<file path="src/rtl/dec_counter_pkg.sv">
// Package: shared routing-mode type and divide-by-five next-state rule.
// Assumes the divide-by-five section is 3 bits wide with legal values 0..4.
package dec_counter_pkg;
    localparam int FIVE_W  = 3;
    localparam int TOTAL_W = FIVE_W + 1;
    localparam logic [FIVE_W-1:0] FIVE_LAST = 3'd4;

    typedef enum logic {
        ROUTE_BCD = 1'b0,
        ROUTE_BIQ = 1'b1
    } route_e;

    // Next divide-by-five value; illegal values drop their weight-4 bit.
    function automatic logic [FIVE_W-1:0] five_next(input logic [FIVE_W-1:0] s);
        if (s == FIVE_LAST)     five_next = '0;
        else if (s < FIVE_LAST) five_next = s + 1'b1;
        else                    five_next = {1'b0, s[FIVE_W-2:0]};
    endfunction
endpackage

</file>
<file path="src/rtl/dec_edge_det.sv">
// Falling-edge detector for the external count input.
// Assumes din is already synchronous to clk; a fall is a registered 1 seen with a current 0.
module dec_edge_det (
    input  logic clk,
    input  logic rst_n,
    input  logic din,
    output logic fall
);
    logic din_q;

    // Remember the previous sample of the count input.
    always_ff @(posedge clk) begin
        if (!rst_n) din_q <= 1'b0;
        else        din_q <= din;
    end

    assign fall = din_q & ~din;
endmodule

</file>
<file path="src/rtl/dec_div2.sv">
// Divide-by-two section: one bit that inverts on each tick.
// Assumes tick is a one-cycle strobe; clear beats preset, preset beats tick.
module dec_div2 (
    input  logic clk,
    input  logic rst_n,
    input  logic clr_n,
    input  logic load_n,
    input  logic pd,
    input  logic tick,
    output logic state
);
    // Hold, preset, clear or toggle the single bit.
    always_ff @(posedge clk) begin
        if (!rst_n)       state <= 1'b0;
        else if (!clr_n)  state <= 1'b0;
        else if (!load_n) state <= pd;
        else if (tick)    state <= ~state;
    end
endmodule

</file>
<file path="src/rtl/dec_div5.sv">
// Divide-by-five section: 3-bit binary count 0..4 with recovery from 5..7.
// Assumes tick is a one-cycle strobe; clear beats preset, preset beats tick.
module dec_div5
    import dec_counter_pkg::*;
(
    input  logic              clk,
    input  logic              rst_n,
    input  logic              clr_n,
    input  logic              load_n,
    input  logic [FIVE_W-1:0] pd,
    input  logic              tick,
    output logic [FIVE_W-1:0] state
);
    // Hold, preset, clear or advance the five-state count.
    always_ff @(posedge clk) begin
        if (!rst_n)       state <= '0;
        else if (!clr_n)  state <= '0;
        else if (!load_n) state <= pd;
        else if (tick)    state <= five_next(state);
    end
endmodule

</file>
<file path="src/rtl/dec_counter.sv">
// Top: routes count ticks between the two sections per mode_bq and bypasses
// clear/preset straight to q so they act without waiting for a clk edge.
// Assumes all inputs are synchronous to clk.
module dec_counter
    import dec_counter_pkg::*;
(
    input  logic               clk,
    input  logic               rst_n,
    input  logic               mode_bq,
    input  logic               cnt_in,
    input  logic               clr_n,
    input  logic               load_n,
    input  logic [TOTAL_W-1:0] din,
    output logic [TOTAL_W-1:0] q
);
    route_e            route;
    logic              ext_fall;
    logic              tick0;
    logic              tick1;
    logic              bit0;
    logic [FIVE_W-1:0] five;

    assign route = route_e'(mode_bq);

    dec_edge_det u_edge (
        .clk   (clk),
        .rst_n (rst_n),
        .din   (cnt_in),
        .fall  (ext_fall)
    );

    // Route ticks; a section's falling top bit is the other section's tick.
    always_comb begin
        if (route == ROUTE_BIQ) begin
            tick1 = ext_fall;
            tick0 = ext_fall & five[FIVE_W-1];
        end else begin
            tick0 = ext_fall;
            tick1 = ext_fall & bit0;
        end
    end

    dec_div2 u_div2 (
        .clk    (clk),
        .rst_n  (rst_n),
        .clr_n  (clr_n),
        .load_n (load_n),
        .pd     (din[0]),
        .tick   (tick0),
        .state  (bit0)
    );

    dec_div5 u_div5 (
        .clk    (clk),
        .rst_n  (rst_n),
        .clr_n  (clr_n),
        .load_n (load_n),
        .pd     (din[TOTAL_W-1:1]),
        .tick   (tick1),
        .state  (five)
    );

    // Output bypass: clear, then preset, then stored count.
    always_comb begin
        if (!clr_n)       q = '0;
        else if (!load_n) q = din;
        else              q = {five, bit0};
    end
endmodule

</file>
<file path="config.mk">
export PLATFORM = sky130hd
export DESIGN_NAME = dec_counter
export DESIGN_NICKNAME = d
export VERILOG_FILES = /design/src/rtl/dec_counter_pkg.sv /design/src/rtl/dec_edge_det.sv /design/src/rtl/dec_div2.sv /design/src/rtl/dec_div5.sv /design/src/rtl/dec_counter.sv
export SDC_FILE = /design/constraint.sdc
export NUM_CORES = 1
export LEC_CHECK = 0
export BUFFER_PORTS_ARGS = -buffer_cell sky130_fd_sc_hd__buf_2
export CAP_MARGIN = 20
export CORE_AREA = 4 4 41 43
export DETAILED_ROUTE_END_ITERATION = 12
export DIE_AREA = 0 0 45 47
export GPL_TIMING_DRIVEN = 0
export PLACE_DENSITY = 0.46
export SYNTH_ARGS = -nofsm -noshare
export SYNTH_HDL_FRONTEND = slang
export SYNTH_HIERARCHICAL = 1
export SYNTH_SLANG_ARGS = --single-unit
</file>
<file path="constraint.sdc">
create_clock -name clk -period 3 [get_ports clk]
set_input_delay 0.6 -clock clk [delete_from_list [all_inputs] [get_ports clk]]
set_output_delay 0.6 -clock clk [all_outputs]
set_load 0.005 [all_outputs]
</file>
# --- Yosys cells after proc, flatten, opt, wreduce, memory -nomap -nowiden ---
# Index checks and enable logic that the tools add are counted.
op_classes:
  n_addsub: 1
  mul: 0
  div_mod_pow: 0
  order_cmp: 1
  eq_ne: 4
  shifts: 0
  mux: 10
  bitwise_logic: 5
  reduce_logical: 2
ops:
  columns: ["op", "count"]
  rows:
  - ["3-bit two-way mux", 4]
  - ["4-bit two-way mux", 2]
  - ["1-bit two-way mux", 4]
  - ["2-bit by 1-bit inequality test with 1-bit output, second input constant", 2]
  - ["2-bit AND reduction", 2]
  - ["3-bit by 1-bit adder with 3-bit output, second input constant", 1]
  - ["1-bit bitwise AND", 3]
  - ["3-bit == test, second input constant", 1]
  - ["3-bit less-than comparator, second input constant", 1]
  - ["3-bit by 1-bit inequality test with 1-bit output, second input constant", 1]
  - ["1-bit NOT", 2]
word_totals:
  reg_bits: 5
  latch_bits: 0
  mem_bits_rw: 0
  rom_bits: 0
  input_bits: 10
  output_inout_bits: 4
  wordCells: 27
  n_memories: 0

# --- Logic depth before layout (Yosys ltp) ---
# Gate-level depths: netlist (run 1).
logic_depth:
  ltp_word: 6
  ltp_mapped: 5
  mapped_depth_nobuf: 5

# --- Cells and area by module ---
# The synthesis (run 1) kept the hierarchy.
by_module_without_submodules:
  columns: ["module", "n_inst", "cells_each", "area_per_inst_um2", "seq_area_each_um2"]
  rows:
  - ["dec_div5", 1, 21, 178.9, 60.1]
  - ["dec_counter", 1, 12, 95.1, 0.0]
  - ["dec_div2", 1, 4, 41.3, 20.0]
  - ["dec_edge_det", 1, 3, 36.3, 20.0]

# --- Least setup slack after synthesis (run 1) ---
# OpenSTA, ideal clock, no wires.
synth_path:
  path_type: "input-to-output"
  start: "in load_n"
  end: "out q[3]"
  t_arrival_ns: 0.943
  required_time_ns: 2.400
  setup_slack_ns: 1.457
  stages: 3
  path_buffers: 1
  cell_sequence: "buf_6 mux2i_1 nor2b_1"
synth_between:
  elab_chain_len: 2
synth_rtl:
  columns: ["item", "line_no", "source"]
  rows:
  - ["start: declaration", "dec_counter.sv:12", "input logic load_n,"]
  - ["4-bit two-way mux", "dec_counter.sv:66", "else if (!load_n) q = din;"]
  - ["4-bit two-way mux", "dec_counter.sv:65", "if (!clr_n) q = '0;"]
  - ["end: declaration", "dec_counter.sv:14", "output logic [TOTAL_W-1:0] q"]
# Every way passes these cells.

# --- Final worst setup path (run 1) ---
layout_path:
  start: "in load_n"
  end: "out q[1]"
# The elaborated chain is that of the path after synthesis.

==> flow_summary.yaml, run 1 <==
power:
  total_leakage_power_uw: 0.000199
  p_per_area_nw_per_um2: 393
  ir_worst_vdd_mv: 0.122
min_path:
  min_path_cells: 2
  hp-class: "reg2reg"
  min_to: "u_div5/state[2]"
  hold_start: "u_div5/state[2]"
route:
  top_layer_used: "met3"
  met1_length_um: 363
  drt_wl_total_um: 783
  drt_iter0_markers: 1
  met3_length_um: 63
  via_per_inst: 4.53
  drc_errors: 0
  post_drt_wl_per_cell_um: 10.9
  vias: 326
  met2_length_um: 356
  first_pass_iters: 2
  postRouteAntennaNets: 0
worst_setup_path:
  regToRegSetupSlack_ns: 1.77
  critPathMaxStageDelay_ns: 0.18
  crit_top_cell: "buf_2"
  crit_arrival_ns: 1.27
  crit_buf_inv: 3
  r2r-start: "u_edge/din_q"
  reg2reg_depth: 5
  worstReg2RegEnd: "u_div5/state[0]"
  end_kind: "primary output"
  crit_family: "buffers and inverters"
  worstPathCellList: "buf_2, buf_6, mux2i_1, nor2b_1, buf_2"
  start_kind: "input port"
  critPathRequiredTime_ns: 2.40
  cp_max_fo: 9
  worstSetupPathType: "in2out"
  cp_slowest_cell: "mux2i_1"
  critPathLaunch: "load_n"
die:
  die_x_um: 45
  die_y_um: 47
  core_sq_um: 1300
  ioPinCount: 14
  row_count: 13
  initial_utilization_pct: 27.0
  dieArea_sq_um: 2120
synth:
  async_flop_share_pct: 0
  synth_fp_nets: 52
  synth.distinct_cells: 19
  synth_area_leaders: "dfxtp_1, mux2i_1, nor2b_1, o211ai_1, ha_1"
  ys_seq_area_share_pct: 28.5
  ys_top_cells_by_count: "dfxtp_1, nor2b_1, mux2i_1, o211ai_1"
  syn_avg_cell_area_sq_um: 8.79
  synth_ff_type: "dfxtp_1"
  ys_ff_latch: 5
  yosys.area.top_type: "dfxtp_1"
  syn_inst: 40
  netlist.area_leader.share_pct: 28.5
  synth_edf_count: 0
  syn_area_sq_um: 352
  yosysWarningCount: 6
clock_network:
  cts_resized: 0
  cts_sinks: 5
  numCtsBuffers: 3
  cts_tree: "built"
  cts_max_level: 1
  post-cts-setup-buffer-count: 0
  ctsHoldBuffers: 0
  cts_buffer_depth: 2
  cts_root_buf: "clkbuf_4"
  clk_pin_slew_worst_paths_ns: 0.04
  insertion_delay_ns: 0.24
timing:
  worst_pin_slew_ns: 0.199
  finalClockSkew_ns: 0.00422
  slew_viol_final: 0
  rsz0062_at_grt: "no"
  setup_viol: 0
  max_freq_mhz: 535
  fin_crit_sh_pct: 62.3
  tns_ns: 0
  finalCriticalPeriod_ns: 1.87
  slew_headroom_pct: 86.6
  hold_viol_final: 0
  hold_ws_ns: 0.545
finish:
  antenna_cells: 0
  drive_above_1_share_pct: 35.1
  syn_to_final_growth_pct: 31.3
  nNetsFinal: 70
outcome:
  status: "finished, final reports clean"
grt:
  grt_max_degree: 10
  grt_usage_pct: 9.25
  grt_pass1_wl_um: 1360
  grt_pass1_vias: 337
  antenna_found_initial: 0
  grt-ovfl-total: 0
placed_design:
  port_buffers: 13
  hpwlAfterDp_um: 645
  place.gp.congestion: 0.640
run:
  drv_cap: 0
## layout make-up
type / instances / area (sq um)
flip-flops and latches: 5 / 100
plain buffers: 1 / 11.3
repair buffers: 13 / 65.1
fillers: 147 / 840
multi-input cells: 30 / 225
well taps: 15 / 18.8
clock buffers: 4 / 26.3
inverters: 4 / 15.0
## cells in the final DEF (no fill, tap or decap), drive strengths merged
cell type / n
o21ai: 2
a21oi: 1
and2: 1
buf: 14
mux2i: 4
o21a: 1
inv: 4
ha: 2
and2b: 1
nand2: 1
a21boi: 1
nand3b: 2
a31oi: 3
o211ai: 4
dfxtp: 5
nor2b: 5
clkbuf: 4
or3: 1
xnor2: 1
## worst max path at each step
stage                     endpoint  slack, ns  cells past startpoint
after floorplan               q[3]       1.46                      3
after global placement        q[2]       1.12                      5
after detailed placement      q[1]       1.11                      5
after CTS                     q[1]       1.11                      5
after global routing          q[1]       1.03                      5
final                         q[1]       1.13                      5
## registers in the layout, indices dropped and copies added (netlist names)
name,flops
u_edge/din_q,1
u_div2/state,1
u_div5/state,3
## logic make-up (layout without fill, tap and decap cells)
kind of cell	Yosys count	in the layout	share of synthesized area [%]
adders and majority gates	2	2	7.12
AOI/OAI and AO/OA	12	12	22.4
and+or+nand+nor	11	11	20.6
muxes	4	4	11.4
DFF	5	5	28.5
xor gates and xnor gates	1	1	2.49
buffers and inverters	5	22	7.47
## power by group
part | switching, uW | internal (uW) | total (uW)
clock | 27.2 | 50.2 | 77.4
combinational | 14.1 | 16.9 | 31.0
sequential | 3.06 | 69.9 | 72.9
## per-layer routing
layer	track usage [%]	vias up
li1	-	177
met1	10.3	140
met2	14.1	9
met3	4.98	0
met4	5.26	0
met5	0	-
## worst reg2reg max path, delay by kind of cell, from the launching register on
| family | cells | cell delay [ns] |
|---|---|---|
| buffers and inverters | 1 | 0.06 |
| AOI/OAI and AO/OA | 2 | 0.35 |
| and+or+nand+nor | 2 | 0.44 |
| DFF | 1 | 0.30 |
## stage by stage
| step | cell area, sq um | power [uW] | cells | util (%) | setup slack [ns] |
|---|---|---|---|---|---|
| 2_1_floorplan | 352 | 90.2 | 40 | - | 1.46 |
| 3_3_place_gp | 435 | 105 | 68 | 33.5 | 1.12 |
| 3_5_place_dp | 435 | 106 | 68 | 33.5 | 1.11 |
| 4_1_cts | 462 | 187 | 72 | 35.5 | 1.11 |
| 5_1_grt | 462 | 198 | 72 | 35.5 | 1.03 |
| 6_report | 462 | 181 | 72 | 35.5 | 1.13 |
Power figures use the tool's default switching activity.
==> run 2, diff against run 1 <==
- PLACE_DENSITY: 0.46 -> 0.47
- clock period: 3 -> 1.5 ns (I/O delays scaled with it)
==> run 2 against run 1 <==
  * Clock skew is essentially flat
  * Largest power group unchanged
  * Power grew 100%
  * Final cell count is the same
  * Clock power grew 100%
  * Register-to-register slack lost 1.5 ns
  * Via count grew 4.0%
  * Global-route usage shrank 0.38 points
==> flow_summary.yaml, run 2 (same netlist as run 1, synthesis figures left out) <==
timing:
  slew_viol_final: 0
  finalClockSkew_ns: 0.00432
  slew_headroom_pct: 86.4
  setup_viol: 0
  tns_ns: 0
  hold_viol_final: 0
  rsz0062_at_grt: "no"
  fin_crit_sh_pct: 85.5
  worst_pin_slew_ns: 0.202
  setup_ws_ns: 0.217
  max_freq_mhz: 779
  finalCriticalPeriod_ns: 1.28
outcome:
  status: "finished, final reports clean"
grt:
  grt_usage_pct: 8.87
  grt_pass1_wl_um: 1270
  grt_pass1_vias: 306
  grt-ovfl-total: 0
  antenna_found_initial: 0
  grt_max_degree: 10
placed_design:
  place_ws_ns: 0.126
  placedCellCount: 68
  place.gp.congestion: 0.661
  hpwlAfterDp_um: 636
  port_buffers: 13
finish:
  mostFrequentLayoutCell: "buf_2"
  syn_to_final_growth_pct: 31.3
  nNetsFinal: 70
  drive_above_1_share_pct: 35.1
  final_core_util_pct: 35.5
  largest_register: "u_div5/state"
  largest_register_ffs: 3
  antenna_cells: 0
  biggestRegsByFlops: "u_div5/state: 3 flops, u_div2/state: 1 flops, u_edge/din_q: 1 flops"
  final_cells: 72
  final_cell_mix: "buf_2, nor2b_1, dfxtp_1"
worst_setup_path:
  critPathRequiredTime_ns: 1.20
  cp_max_fo: 7
  end_kind: "primary output"
  start_kind: "flop"
  worstSetupPathType: "reg2out"
  critPathMaxStageDelay_ns: 0.42
  crit_arrival_ns: 0.98
  cp_slowest_cell: "dfxtp_1"
  worstPathCellList: "mux2i_1, nor2b_1, buf_2"
route:
  top_layer_used: "met3"
  met2_length_um: 367
  drt_iter0_markers: 5
  postRouteAntennaNets: 0
  first_pass_iters: 3
  post_drt_wl_per_cell_um: 11.0
  met1_length_um: 312
  met3_length_um: 109
  drc_errors: 0
  via_per_inst: 4.71
  drt_wl_total_um: 789
  vias: 339
power:
  p_comb_share_pct: 17.0
  p_sw_share_pct: 24.9
  ir_worst_vdd_mv: 0.317
  p_per_area_nw_per_um2: 790
  p_switching_uw: 90.9
  p_total_uw: 365
  seq_power_share_pct: 40.0
  clock_power_share_pct: 43.0
  total_leakage_power_uw: 0.000199
  p_int_uw: 274
die:
  initial_utilization_pct: 27.0
  ioPinCount: 14
  core_sq_um: 1300
  die_y_um: 47
  die_x_um: 45
  dieArea_sq_um: 2120
  row_count: 13
clock_network:
  cts_buffer_depth: 2
  cts_sinks: 5
  insertion_delay_ns: 0.24
  ctsHoldBuffers: 0
  cts_root_buf: "clkbuf_4"
  cts_resized: 0
  numCtsBuffers: 3
  post-cts-setup-buffer-count: 0
  clk_pin_slew_worst_paths_ns: 0.05
  cts_tree: "built"
  cts_max_level: 1
run:
  drv_cap: 0
min_path:
  hp-class: "in2reg"
## run 2: cell counts in the layout (fill, tap and decap cells not counted)
Identical to the previous run, type by type.
## run 2: area by class of cell
type                       instances  area (sq um)
tap                               15          18.8
sequential                         5           100
timing repair buffer              13          65.1
clock buffer                       4          26.3
inverter                           4          15.0
buffer                             1          11.3
multi-input combinational         30           225
fill                             153           840
## run 2: per-layer routing
metal / vias to the layer above / track usage [%]
met3: 0 / 7.66
met1: 149 / 8.24
li1: 177 / -
met4: 0 / 3.51
met2: 13 / 14.1
met5: - / 0
## run 2: worst paths after layout
check / from / end / slack (ns) / cells past startpoint
setup / recovery: u_div5/state[2] / q[3] / 0.22 / 3
hold / removal: cnt_in / u_edge/din_q / 0.29 / 2
setup reg to reg: u_edge/din_q / u_div5/state[0] / 0.31 / 5
hold reg to reg: u_div5/state[1] / u_div5/state[1] / 0.55 / 2
## run 2: power by group through the flow
stage               clock network (uW)  registers, uW  logic (uW)
global route                       170            147        69.8
global placement                     0            148        62.4
finish                             157            146        62.0
detailed placement                   0            148        62.4
CTS                                165            146        63.0
floorplan                            0            146        34.3
## run 2: worst max-delay path, delay by kind of cell, from the launching register on
family                 cells  cell delay (ns)
flip-flops                 1             0.42
multiplexers               1             0.11
buffers and inverters      1             0.11
AND/OR/NAND/NOR            1             0.10
## run 2: metrics by stage
step	hold WS, ns	instance area (sq um)
after CTS	0.282	462
after global routing	0.292	462
after global placement	0.529	435
final	0.285	462
after floorplan	0.390	352
after detailed placement	0.533	435
